[src/rtl/snoop_pkg.sv]
package snoop_pkg;

    // which register field the current bus cycle carries
    typedef enum logic [3:0] {
        SL_NONE,
        SL_PC,
        SL_SPF,
        SL_ALO,
        SL_AHI,
        SL_XLO,
        SL_XHI,
        SL_YLO,
        SL_YHI
    } slot_e;

    // position of each instruction in the forced sequence (order is behaviour)
    localparam int unsigned IDX_PUSH = 0;
    localparam int unsigned IDX_PULL = 1;
    localparam int unsigned IDX_STA  = 2;
    localparam int unsigned IDX_STX  = 3;
    localparam int unsigned IDX_STY  = 4;

endpackage

[src/rtl/snoop_phase.sv]
module snoop_phase
    import snoop_pkg::*;
#(
    parameter int unsigned IDX_W  = 3,
    parameter int unsigned WCNT_W = 2
) (
    input  logic  clk,
    input  logic  rst_n,
    input  logic  start,
    input  logic  cyc_en,
    input  logic  fetch,
    input  logic  rw,
    input  logic  wide_idx,
    output slot_e slot,
    output logic  done
);
    localparam logic [IDX_W-1:0]  IDX_MAX  = {IDX_W{1'b1}};
    localparam logic [WCNT_W-1:0] WCNT_MAX = {WCNT_W{1'b1}};

    typedef struct packed {
        logic              armed;
        logic              seen;
        logic [IDX_W-1:0]  idx;
        logic [WCNT_W-1:0] wcnt;
    } ph_t;

    ph_t ph_d, ph_q;

    always_comb begin
        ph_d = ph_q;
        slot = SL_NONE;
        done = 1'b0;
        if (start) begin
            ph_d.armed = 1'b1;
            ph_d.seen  = 1'b0;
            ph_d.idx   = '0;
            ph_d.wcnt  = '0;
        end else if (ph_q.armed && cyc_en) begin
            if (fetch) begin
                if (!ph_q.seen) begin
                    slot       = SL_PC;
                    ph_d.seen  = 1'b1;
                    ph_d.idx   = '0;
                end else if (ph_q.idx != IDX_MAX) begin
                    ph_d.idx = ph_q.idx + 1'b1;
                end
                ph_d.wcnt = '0;
            end else if (!rw && ph_q.seen) begin
                case (ph_q.idx)
                    IDX_W'(IDX_PUSH): slot = (ph_q.wcnt == '0) ? SL_SPF : SL_NONE;
                    IDX_W'(IDX_STA): begin
                        if (ph_q.wcnt == WCNT_W'(0))      slot = SL_ALO;
                        else if (ph_q.wcnt == WCNT_W'(1)) slot = SL_AHI;
                    end
                    IDX_W'(IDX_STX): begin
                        if (ph_q.wcnt == WCNT_W'(0))      slot = SL_XLO;
                        else if (ph_q.wcnt == WCNT_W'(1)) slot = SL_XHI;
                    end
                    IDX_W'(IDX_STY): begin
                        if (ph_q.wcnt == WCNT_W'(0))      slot = SL_YLO;
                        else if (ph_q.wcnt == WCNT_W'(1)) slot = SL_YHI;
                    end
                    default: slot = SL_NONE;
                endcase
                if (ph_q.wcnt != WCNT_MAX) ph_d.wcnt = ph_q.wcnt + 1'b1;
            end
            done = (slot == SL_YHI) || (slot == SL_YLO && !wide_idx);
            if (done) ph_d.armed = 1'b0;
        end
    end

    always_ff @(posedge clk) begin
        if (!rst_n) ph_q <= '0;
        else        ph_q <= ph_d;
    end

endmodule

[src/rtl/snoop_capture.sv]
module snoop_capture
    import snoop_pkg::*;
#(
    parameter int unsigned ADDR_W    = 16,
    parameter int unsigned BANK_W    = 8,
    parameter int unsigned DATA_W    = 8,
    parameter int unsigned DP_OFFSET = 2
) (
    input  logic                     clk,
    input  logic                     rst_n,
    input  logic                     start,
    input  slot_e                    slot,
    input  logic [ADDR_W-1:0]        addr,
    input  logic [BANK_W-1:0]        bank,
    input  logic [DATA_W-1:0]        data,
    input  logic                     pin_e,
    input  logic                     pin_m,
    input  logic                     pin_x,
    output logic [BANK_W+ADDR_W-1:0] pc,
    output logic [ADDR_W-1:0]        sp,
    output logic [DATA_W-1:0]        flags,
    output logic [2*DATA_W-1:0]      acc,
    output logic [2*DATA_W-1:0]      xr,
    output logic [2*DATA_W-1:0]      yr,
    output logic [ADDR_W-1:0]        dpr,
    output logic [BANK_W-1:0]        dbr,
    output logic                     mode_e,
    output logic                     mode_m,
    output logic                     mode_x,
    output logic                     wide_idx
);
    localparam int unsigned WIDE_W = 2 * DATA_W;
    localparam int unsigned PAD_W  = ADDR_W - DATA_W - 1;
    localparam logic [ADDR_W-1:0] DP_SUB = ADDR_W'(DP_OFFSET);

    typedef struct packed {
        logic [BANK_W+ADDR_W-1:0] pc;
        logic [ADDR_W-1:0]        sp;
        logic [DATA_W-1:0]        fl;
        logic [WIDE_W-1:0]        a;
        logic [WIDE_W-1:0]        x;
        logic [WIDE_W-1:0]        y;
        logic [ADDR_W-1:0]        d;
        logic [BANK_W-1:0]        db;
        logic                     e;
        logic                     m;
        logic                     xf;
    } cap_t;

    cap_t cap_d, cap_q;

    always_comb begin
        cap_d = cap_q;
        if (start) begin
            cap_d = '0;
        end else begin
            case (slot)
                SL_PC: begin
                    cap_d.pc = {bank, addr};
                    cap_d.e  = pin_e;
                    cap_d.m  = pin_m;
                    cap_d.xf = pin_x;
                end
                SL_SPF: begin
                    cap_d.fl = data;
                    if (cap_q.e) cap_d.sp = {{PAD_W{1'b0}}, 1'b1, addr[DATA_W-1:0]};
                    else         cap_d.sp = addr;
                end
                SL_ALO: begin
                    cap_d.a[DATA_W-1:0] = data;
                    cap_d.d             = addr - DP_SUB;
                end
                SL_AHI: cap_d.a[WIDE_W-1:DATA_W] = data;
                SL_XLO: begin
                    cap_d.x[DATA_W-1:0] = data;
                    cap_d.db            = cap_q.e ? '0 : bank;
                end
                SL_XHI: cap_d.x[WIDE_W-1:DATA_W] = data;
                SL_YLO: cap_d.y[DATA_W-1:0]      = data;
                SL_YHI: cap_d.y[WIDE_W-1:DATA_W] = data;
                default: ;
            endcase
        end
    end

    always_ff @(posedge clk) begin
        if (!rst_n) cap_q <= '0;
        else        cap_q <= cap_d;
    end

    assign pc       = cap_q.pc;
    assign sp       = cap_q.sp;
    assign flags    = cap_q.fl;
    assign acc      = cap_q.a;
    assign xr       = cap_q.x;
    assign yr       = cap_q.y;
    assign dpr      = cap_q.d;
    assign dbr      = cap_q.db;
    assign mode_e   = cap_q.e;
    assign mode_m   = cap_q.m;
    assign mode_x   = cap_q.xf;
    assign wide_idx = !cap_q.e && !cap_q.xf;

endmodule

[src/rtl/regsnoop.sv]
module regsnoop
    import snoop_pkg::*;
#(
    parameter int unsigned ADDR_W    = 16,
    parameter int unsigned BANK_W    = 8,
    parameter int unsigned DATA_W    = 8,
    parameter int unsigned DP_OFFSET = 2
) (
    input  logic                     clk,
    input  logic                     rst_n,
    input  logic                     start,
    input  logic                     cyc_en,
    input  logic                     fetch,
    input  logic                     rw,
    input  logic [ADDR_W-1:0]        addr,
    input  logic [BANK_W-1:0]        bank,
    input  logic [DATA_W-1:0]        data,
    input  logic                     pin_e,
    input  logic                     pin_m,
    input  logic                     pin_x,
    output logic [BANK_W+ADDR_W-1:0] pc,
    output logic [ADDR_W-1:0]        sp,
    output logic [DATA_W-1:0]        flags,
    output logic [2*DATA_W-1:0]      acc,
    output logic [2*DATA_W-1:0]      xr,
    output logic [2*DATA_W-1:0]      yr,
    output logic [ADDR_W-1:0]        dpr,
    output logic [BANK_W-1:0]        dbr,
    output logic                     mode_e,
    output logic                     mode_m,
    output logic                     mode_x,
    output logic                     valid
);
    localparam int unsigned IDX_W  = 3;
    localparam int unsigned WCNT_W = 2;

    slot_e slot;
    logic  done;
    logic  wide_idx;

    typedef struct packed {
        logic valid;
    } top_t;

    top_t top_d, top_q;

    snoop_phase #(
        .IDX_W (IDX_W),
        .WCNT_W(WCNT_W)
    ) u_phase (
        .clk     (clk),
        .rst_n   (rst_n),
        .start   (start),
        .cyc_en  (cyc_en),
        .fetch   (fetch),
        .rw      (rw),
        .wide_idx(wide_idx),
        .slot    (slot),
        .done    (done)
    );

    snoop_capture #(
        .ADDR_W   (ADDR_W),
        .BANK_W   (BANK_W),
        .DATA_W   (DATA_W),
        .DP_OFFSET(DP_OFFSET)
    ) u_cap (
        .clk     (clk),
        .rst_n   (rst_n),
        .start   (start),
        .slot    (slot),
        .addr    (addr),
        .bank    (bank),
        .data    (data),
        .pin_e   (pin_e),
        .pin_m   (pin_m),
        .pin_x   (pin_x),
        .pc      (pc),
        .sp      (sp),
        .flags   (flags),
        .acc     (acc),
        .xr      (xr),
        .yr      (yr),
        .dpr     (dpr),
        .dbr     (dbr),
        .mode_e  (mode_e),
        .mode_m  (mode_m),
        .mode_x  (mode_x),
        .wide_idx(wide_idx)
    );

    always_comb begin
        top_d = top_q;
        if (start)     top_d.valid = 1'b0;
        else if (done) top_d.valid = 1'b1;
    end

    always_ff @(posedge clk) begin
        if (!rst_n) top_q <= '0;
        else        top_q <= top_d;
    end

    assign valid = top_q.valid;

endmodule

[config.mk]
export PLATFORM = sky130hd
export DESIGN_NAME = regsnoop
export DESIGN_NICKNAME = d
export VERILOG_FILES = /design/src/rtl/snoop_pkg.sv /design/src/rtl/snoop_phase.sv /design/src/rtl/snoop_capture.sv /design/src/rtl/regsnoop.sv
export SDC_FILE = /design/constraint.sdc
export NUM_CORES = 1
export LEC_CHECK = 0
export CAP_MARGIN = 25
export CORE_UTILIZATION = 25
export CTS_BUF_LIST = sky130_fd_sc_hd__clkbuf_16
export CTS_CLUSTER_DIAMETER = 150
export DETAILED_ROUTE_END_ITERATION = 8
export GPL_TIMING_DRIVEN = 0
export PLACE_DENSITY = 0.46
export SETUP_SLACK_MARGIN = 0.5
export SKIP_CTS_REPAIR_TIMING = 1
export SLEW_MARGIN = 40
export SYNTH_ARGS = -nofsm -noshare
export SYNTH_HDL_FRONTEND = slang
export SYNTH_SLANG_ARGS = --single-unit
[constraint.sdc]
create_clock -name clk -period 2.3 [get_ports clk]
set_input_delay 0.345 -clock clk [delete_from_list [all_inputs] [get_ports clk]]
set_output_delay 0.345 -clock clk [all_outputs]
set_load 0.01 [all_outputs]
# [After elaboration in Yosys (flattened, before gate mapping)]
# Cells that the tools add are included.
# W data, S select, Z words.
[word_totals] register_bits=131 latch_bits=0 ram_bits=0 romBits=0 input_bits=41 out_inout_bits=124 wordCells=88 memories=0
[op_classes] addsub=3 mul=0 div_mod_pow=0 order_cmp=0 n_eq_ne=17 shifts=0 n_mux=28 bitwise=1 n_reduce_logical=20
[ops] cell="$mux W4" n=11
[ops] cell="$eq A4 B3 Y1 const B" n=5
[ops] cell="$mux W16" n=1
[ops] cell="$pmux W4 S4" n=1
[ops] cell="$sub A16 B2 Y16 const B" n=1
[ops] cell="$mux W7" n=2
[ops] cell="$mux W3" n=4
[ops] cell="$eq A4 B2 Y1 const B" n=2
[ops] cell="$eq A4 B4 Y1 const B" n=2
[ops] cell="$mux W2" n=4
[ops] cell="$mux W8" n=1
[ops] cell="$reduce_bool A2 Y1" n=4
[ops] cell="$eq A3 B2 Y1 const B" n=2
[ops] cell="$reduce_and A3 Y1" n=2
[ops] cell="$eq A4 B1 Y1 const B" n=1
[ops] cell="$logic_and A1 B1 Y1" n=4
[ops] cell="$logic_not A1 Y1" n=4
[ops] cell="$mux W1" n=4
[ops] cell="$ne A2 B2 Y1 const B" n=2
[ops] cell="$reduce_and A2 Y1" n=2
[ops] cell="$add A3 B1 Y3 const B" n=1
[ops] cell="$eq A3 B3 Y1 const B" n=1
[ops] cell="$logic_not A3 Y1" n=1
[ops] cell="$ne A3 B3 Y1 const B" n=1
[ops] cell="6 further kinds" n=6

# [Depth between registers and ports, before layout]
[depth] depth_word=14 depth_mapped=9 ltp_nobuf=7

# [Cells and area by module]
# A second synthesis with hierarchy kept.
[unflattened] cells_unflattened=648 area_unflattened_um2=5210.0
[modules_own_cells] module="snoop_capture" instances=1 cells_per_inst=574 area_each_um2=4604.4 seq_area_each_um2=2462.4
[modules_own_cells] module="snoop_phase" instances=1 cells_per_inst=71 area_each_um2=569.3 seq_area_each_um2=140.1
[modules_own_cells] module="regsnoop" instances=1 cells_per_inst=3 area_each_um2=36.3 seq_area_each_um2=20.0

# [Worst setup path before layout]
# OpenSTA, ideal clock, no wires.
[synth_timing] path_kind="register to register" startpoint="register u_phase.ph_q[2] (netlist bit)" endpoint="register u_cap.cap_q, in the netlist u_cap.acc[10]" setup_ps=135 arrival_ps=2298 t_required_ps=2165 setup_slack_ps=-132 stages_incl_launch_ff=9 n_path_buf=1 period_less_slack_ps=2432 cell_sequence="dfxtp_1 -> inv_1 -> ha_1 -> and2_1 -> or3_1 -> a31oi_1 -> buf_2 -> nand3_1 -> mux2i_1"
[synth_between] elab_chain_len=9 elab_cells_between_ends=12 cone_classes="4 x eq/ne; 7 x mux; 1 x reduce/logical"
[synth_rtl] element="from (decl)" line="snoop_phase.sv:27" source="ph_t ph_d, ph_q;"
[synth_rtl] element="from (signal assigned)" line="snoop_phase.sv:74" source="else ph_q <= ph_d;"
[synth_rtl] element="$eq A3 B3 Y1, or another cell as far along" line="snoop_phase.sv:49" source="case (ph_q.idx)"
[synth_rtl] element="$pmux W4 S4 (*)" line="snoop_phase.sv:49"
[synth_rtl] element="$mux W4 (*)" line="snoop_phase.sv:48" source="end else if (!rw && ph_q.seen) begin"
[synth_rtl] element="$mux W4 (*)" line="snoop_phase.sv:39" source="if (fetch) begin"
[synth_rtl] element="$mux W4 (*)" line="snoop_phase.sv:38" source="end else if (ph_q.armed && cyc_en) begin"
[synth_rtl] element="$mux W4 (*)" line="snoop_phase.sv:33" source="if (start) begin"
[synth_rtl] element="$mux W4 (*)" line="snoop_phase.sv:38"
[synth_rtl] element="$mux W4 (*)" line="snoop_phase.sv:33"
[synth_rtl] element="$eq A4 B3 Y1 (*)" line="snoop_capture.sv:57" source="case (slot)"
[synth_rtl] element="to (signal assigned)" line="snoop_capture.sv:88" source="else cap_q <= cap_d;"
[synth_rtl] element="to (decl)" line="snoop_capture.sv:50" source="cap_t cap_d, cap_q;"
# Mark *: on every way between the ends. The rest lies on a longest branch, timed or not. The select of a mux whose other input is x is not followed.
# A chain may end at the register's enable or synchronous reset.

# [Worst setup path after layout]
[layout_timing] startpoint="register u_phase.ph_q[5] (netlist bit)" endpoint="register u_cap.cap_q, in the netlist u_cap.dpr[14]"
[layout_between] elab_chain_len=8 elab_cells_between_ends=9 cone_classes="1 x eq/ne; 7 x mux; 1 x reduce/logical"
[layout_rtl] element="$logic_and A1 B1 Y1" line="snoop_phase.sv:48"
[layout_rtl] element="$mux W4" line="snoop_phase.sv:48"
[layout_rtl] element="$mux W4 (*)" line="snoop_phase.sv:39"
[layout_rtl] element="$mux W4 (*)" line="snoop_phase.sv:38"
[layout_rtl] element="$mux W4 (*)" line="snoop_phase.sv:33"
[layout_rtl] element="$mux W4 (*)" line="snoop_phase.sv:38"
[layout_rtl] element="$mux W4 (*)" line="snoop_phase.sv:33"
[layout_rtl] element="$eq A4 B2 Y1 (*)" line="snoop_capture.sv:57"
# Marked as above.

==> flow_results.org <==
** GRT
- For this run, the total global-route usage over all layers was measured as between 15 and 20%.
- Global route total overflow :: 0
- Met2 Track Usage GR :: 28.0%
- Initial antenna violation count :: 1
- The via count of the first global-routing pass was 5261.
- Met3 usage in global routing :: 7.74%
- The first global-routing pass estimated between 20 and 30 mm of wire.
- Entering global routing, the biggest net connects 17 pins.
- GRT busiest layer :: met2
- Met1 routing resource usage after global routing :: a little over a fifth

** Place
- In this run, placement finished with an instance count of 1035.
- During placement, the flow inserted port buffers numbering 163.
- Gpl congestion :: a little over 0.8
- The placed instances occupy a cell area of 0.00766 mm².
- The wire-length estimate of the detail-placed layout is 14.4 mm.

** Critical path
- In this run the worst setup path begins at u_phase.ph_q[5].
- Across all register-to-register paths, the minimum setup slack is -90 ps.
- For the worst setup path, the data required time is roughly 2600 ps.
- For this design, the slowest cell found on the critical path is sky130_fd_sc_hd__or4_4.
- Cell-by-cell trace of the critical path :: or3b_4 -> or4_4 -> a2111o_2 -> nor2_4 -> buf_6 -> a211oi_1
- In this run the worst setup path terminates at u_cap.dpr[14].
- Measured in cells, the most critical reg-to-reg path has a length of 6.
- In this run the critical register-to-register path is captured at u_cap.dpr[14].
- The worst setup path is launched from a register.
- Max incr delay on CP :: 530 ps
- The worst setup path is captured at a register.
- Reg2Reg Launch Point :: u_phase.ph_q[5]
- Highest fanout seen on the critical path :: 10
- Data arrival, critical path :: 2670 ps
- The critical path in this run is classified as reg2reg.

** Final layout
- Count of inserted antenna diode cells :: 0
- Filler instances :: 2110
- Most frequent cells in the layout :: sky130_fd_sc_hd__clkdlybuf4s50_1, sky130_fd_sc_hd__nand2_1, sky130_fd_sc_hd__dfxtp_1
- Layout cells sized above 1 :: 17.9%
- Most frequent standard cell in the layout excluding fill and tap cells :: sky130_fd_sc_hd__clkdlybuf4s50_1
- The multi-input combinational cells in the finished layout cover a total of 0.00290 mm².
- Area overhead of the layout relative to synthesis :: 60.4%
- The net count of the finished layout is 858.
- For this run, the number of standard cells in the final layout without fillers is 1095.
- The finished cells cover 0.00870 mm².
- Area used by sequential logic in the layout :: roughly 0.0026 mm²

** Synthesis
- Of the synthesized area, sequential elements account for slightly below 50%.
- Count of state elements after synthesis :: 131
- Syn Inst Count :: 597
- By area the synthesized netlist is led by sky130_fd_sc_hd__dfxtp_1, sky130_fd_sc_hd__mux2i_1, sky130_fd_sc_hd__nand2_1.
- Post-synthesis cell type with the largest combined area :: sky130_fd_sc_hd__dfxtp_1
- Share of async-settable or async-resettable flops after synthesis :: 0%
- Mean area per synthesized cell :: slightly above 9 µm²
- Net Count, Synth :: 647
- Number of flops mapped to enable cells by yosys :: 0
- Yosys warnings :: 0
- Counting distinct cell types in the post-synthesis netlist gives 46.
- In the synthesized netlist the dominant register cell turns out to be sky130_fd_sc_hd__dfxtp_1.
- The synthesized netlist occupies a cell area of around 0.0054 mm².
- The share of synthesized area in the top cell type comes to between 40% and 50%.

** STA
- Fin crit period :: 2390 ps
- Setup repair after global routing missed its margin :: yes
- The final critical path takes up 104% of the cycle.
- For the pin with the worst max-slew slack, the measured transition is 804 ps.
- The max-slew violation total from the final report came to 0.
- Final WS setup :: -93.8 ps
- Max_slew headroom :: 45.9%
- Hold Slack :: 326 ps
- The final number of hold-violating endpoints is 0.
- Static timing analysis puts the maximum clock frequency at between 400 and 500 MHz.
- Setup violations remaining at the end of the flow were counted as 30.
- Across the routed clock network, the largest skew measured is about 7.8 ps.

** Power
- Cell internal power dissipation :: 0.00389 W
- Switching power as a share of total power :: 24.6%
- Per report_power, the combinational group accounts for 6.2% of the total.
- Max VDD drop :: about 0.46 mV
- Sequential share of power :: 44.0%
- Power spread over the standard cell area amounts to 594 mW/mm².
- Leakage power :: approximately 3.3 nW
- The share of total power dissipated in the clock network is 49.7%.
- Switching power total :: between 0.001 and 0.0015 W
- Final total power :: 0.00517 W

** Routing
- Detailed-route via count :: 5144
- Dividing the detail-routed via count by the number of cells gives around 4.7.
- For this run, the detailed router's first-pass iteration total came to 4.
- After detailed routing, the number of remaining DRC violations is 0.
- ANT nets after route :: 0
- Routed wire per std cell :: 17.8 µm
- After the first detailed-routing iteration, the DRC count stood at 188.
- Total length of routed wires :: approximately 19 mm

** Clock tree
- Worst-Skew Late Latency :: 420 ps
- Clock Sinks :: 131
- TritonCTS clock tree :: done
- Max Root-Sink Buffers :: 2
- CTS built an H-tree with a depth of 4.
- The cell sitting at the root of the clock tree is a sky130_fd_sc_hd__clkbuf_16.
- TritonCTS buffer count :: 17
- Reg clk slew, reported paths :: 60 ps

** Flow run
- Across the run, the number of max-cap violations was 0.

** Floorplanning
- Initial standard-cell utilization of the core :: 25.6%
- DIE WIDTH :: about 150 µm
- Die footprint :: 0.0223 mm²
- The core region is 0.0212 mm².
- Top-level I/O count :: around 170
- Number of placement rows :: 53
- Vertical extent of the die :: about 150 µm

** Status
- The final reports fail on negative setup slack.
- Outcome :: finished, violations left

** Min path
- The min-delay analysis places its worst path in the category in2reg.
==> cell families after synthesis <==
| kind of cell | Yosys count | synth area share (%) |
|---|---|---|
| adder cells (fa/ha/maj) | 9 | 2.08 |
| AO/OA/AOI/OAI | 113 | 13.1 |
| buffers and inverters | 50 | 3.99 |
| AND/OR/NAND/NOR | 215 | 18.2 |
| multiplexers | 67 | 12.4 |
| flip-flops | 131 | 48.3 |
| XOR/XNOR | 12 | 1.94 |
==> how the worst min path moves through the flow <==
stage | start | end | slack [ps] | cells past startpoint
2_1_floorplan | u_cap.dbr[0] | u_cap.dbr[0] | 480 | 2
3_3_place_gp | u_cap.xr[7] | u_cap.xr[7] | 440 | 2
3_5_place_dp | u_cap.pc[23] | u_cap.pc[23] | 450 | 2
4_1_cts | addr[6] | u_cap.pc[6] | 330 | 3
5_1_grt | addr[6] | u_cap.pc[6] | 360 | 3
6_report | fetch | u_phase.ph_q[1] | 330 | 3
==> per-layer routing <==
metal | share of wire [%] | vias to the layer above
li1 | - | 2497
met1 | 43 | 2451
met2 | 45 | 172
met3 | 9.9 | 22
met4 | 1.7 | 2
met5 | 0.067 | -
==> cells in the mapped netlist, drive strengths merged, types with 6 or more instances <==
library cell and instances:
o211ai 7, o21ai 15, dfxtp 131, a21oi 57, mux2i 66, inv 14
a211oi 16, nand3 13, nor4 6, clkbuf 27, and3 6, xnor2 11
nor2 23, nor3 8, buf 9, nand2 130, nand3b 16, ha 9
==> state kept, by name, summed over array words and instances (netlist names) <==
| signal | cells |
|---|---|
| u_cap.acc | 16 |
| u_cap.mode_x | 1 |
| u_cap.mode_m | 1 |
| u_phase.ph_q | 7 |
| valid | 1 |
| u_cap.mode_e | 1 |
| u_cap.sp | 16 |
| u_cap.pc | 24 |
| u_cap.yr | 16 |
| u_cap.dpr | 16 |
| u_cap.xr | 16 |
| u_cap.dbr | 8 |
| u_cap.flags | 8 |
==> through the flow <==
stage | utilization [%] | worst slack, ps | TNS, ps
after global placement | 36.2 | -692 | -52700
final | 41.1 | -93.8 | -1810
after detailed placement | 36.2 | -705 | -54150
after CTS | 38.8 | -269 | -9050
after global routing | 41.1 | -164 | -5200
after floorplan | - | 28.0 | 0
==> final cells by class <==
class | instances | area share [%]
Timing Repair Buffer | 191 | 22.2
Multi-Input combinational cell | 417 | 33.3
Buffer | 36 | 3.26
Clock inverter | 14 | 1.47
Clock buffer | 17 | 4.89
Tap cell | 275 | 3.95
Inverter | 14 | 0.633
Sequential cell | 131 | 30.3
==> critical path, delay by kind of cell (launching register included) <==
family / cells / cell delay (ps)
simple gates: 3 / 1130
compound gates: 2 / 600
flops: 1 / 360
buf+inv: 1 / 170
==> power groups by stage <==
stage               logic, W  registers, W  clock network, W
CTS                 0.000293       0.00227           0.00263
floorplan           0.000127       0.00233                 0
finish              0.000321       0.00227           0.00257
global route        0.000347       0.00227           0.00273
detailed placement  0.000292       0.00233                 0
global placement    0.000289       0.00233                 0
No activity file was read; power rests on OpenSTA's default activity.
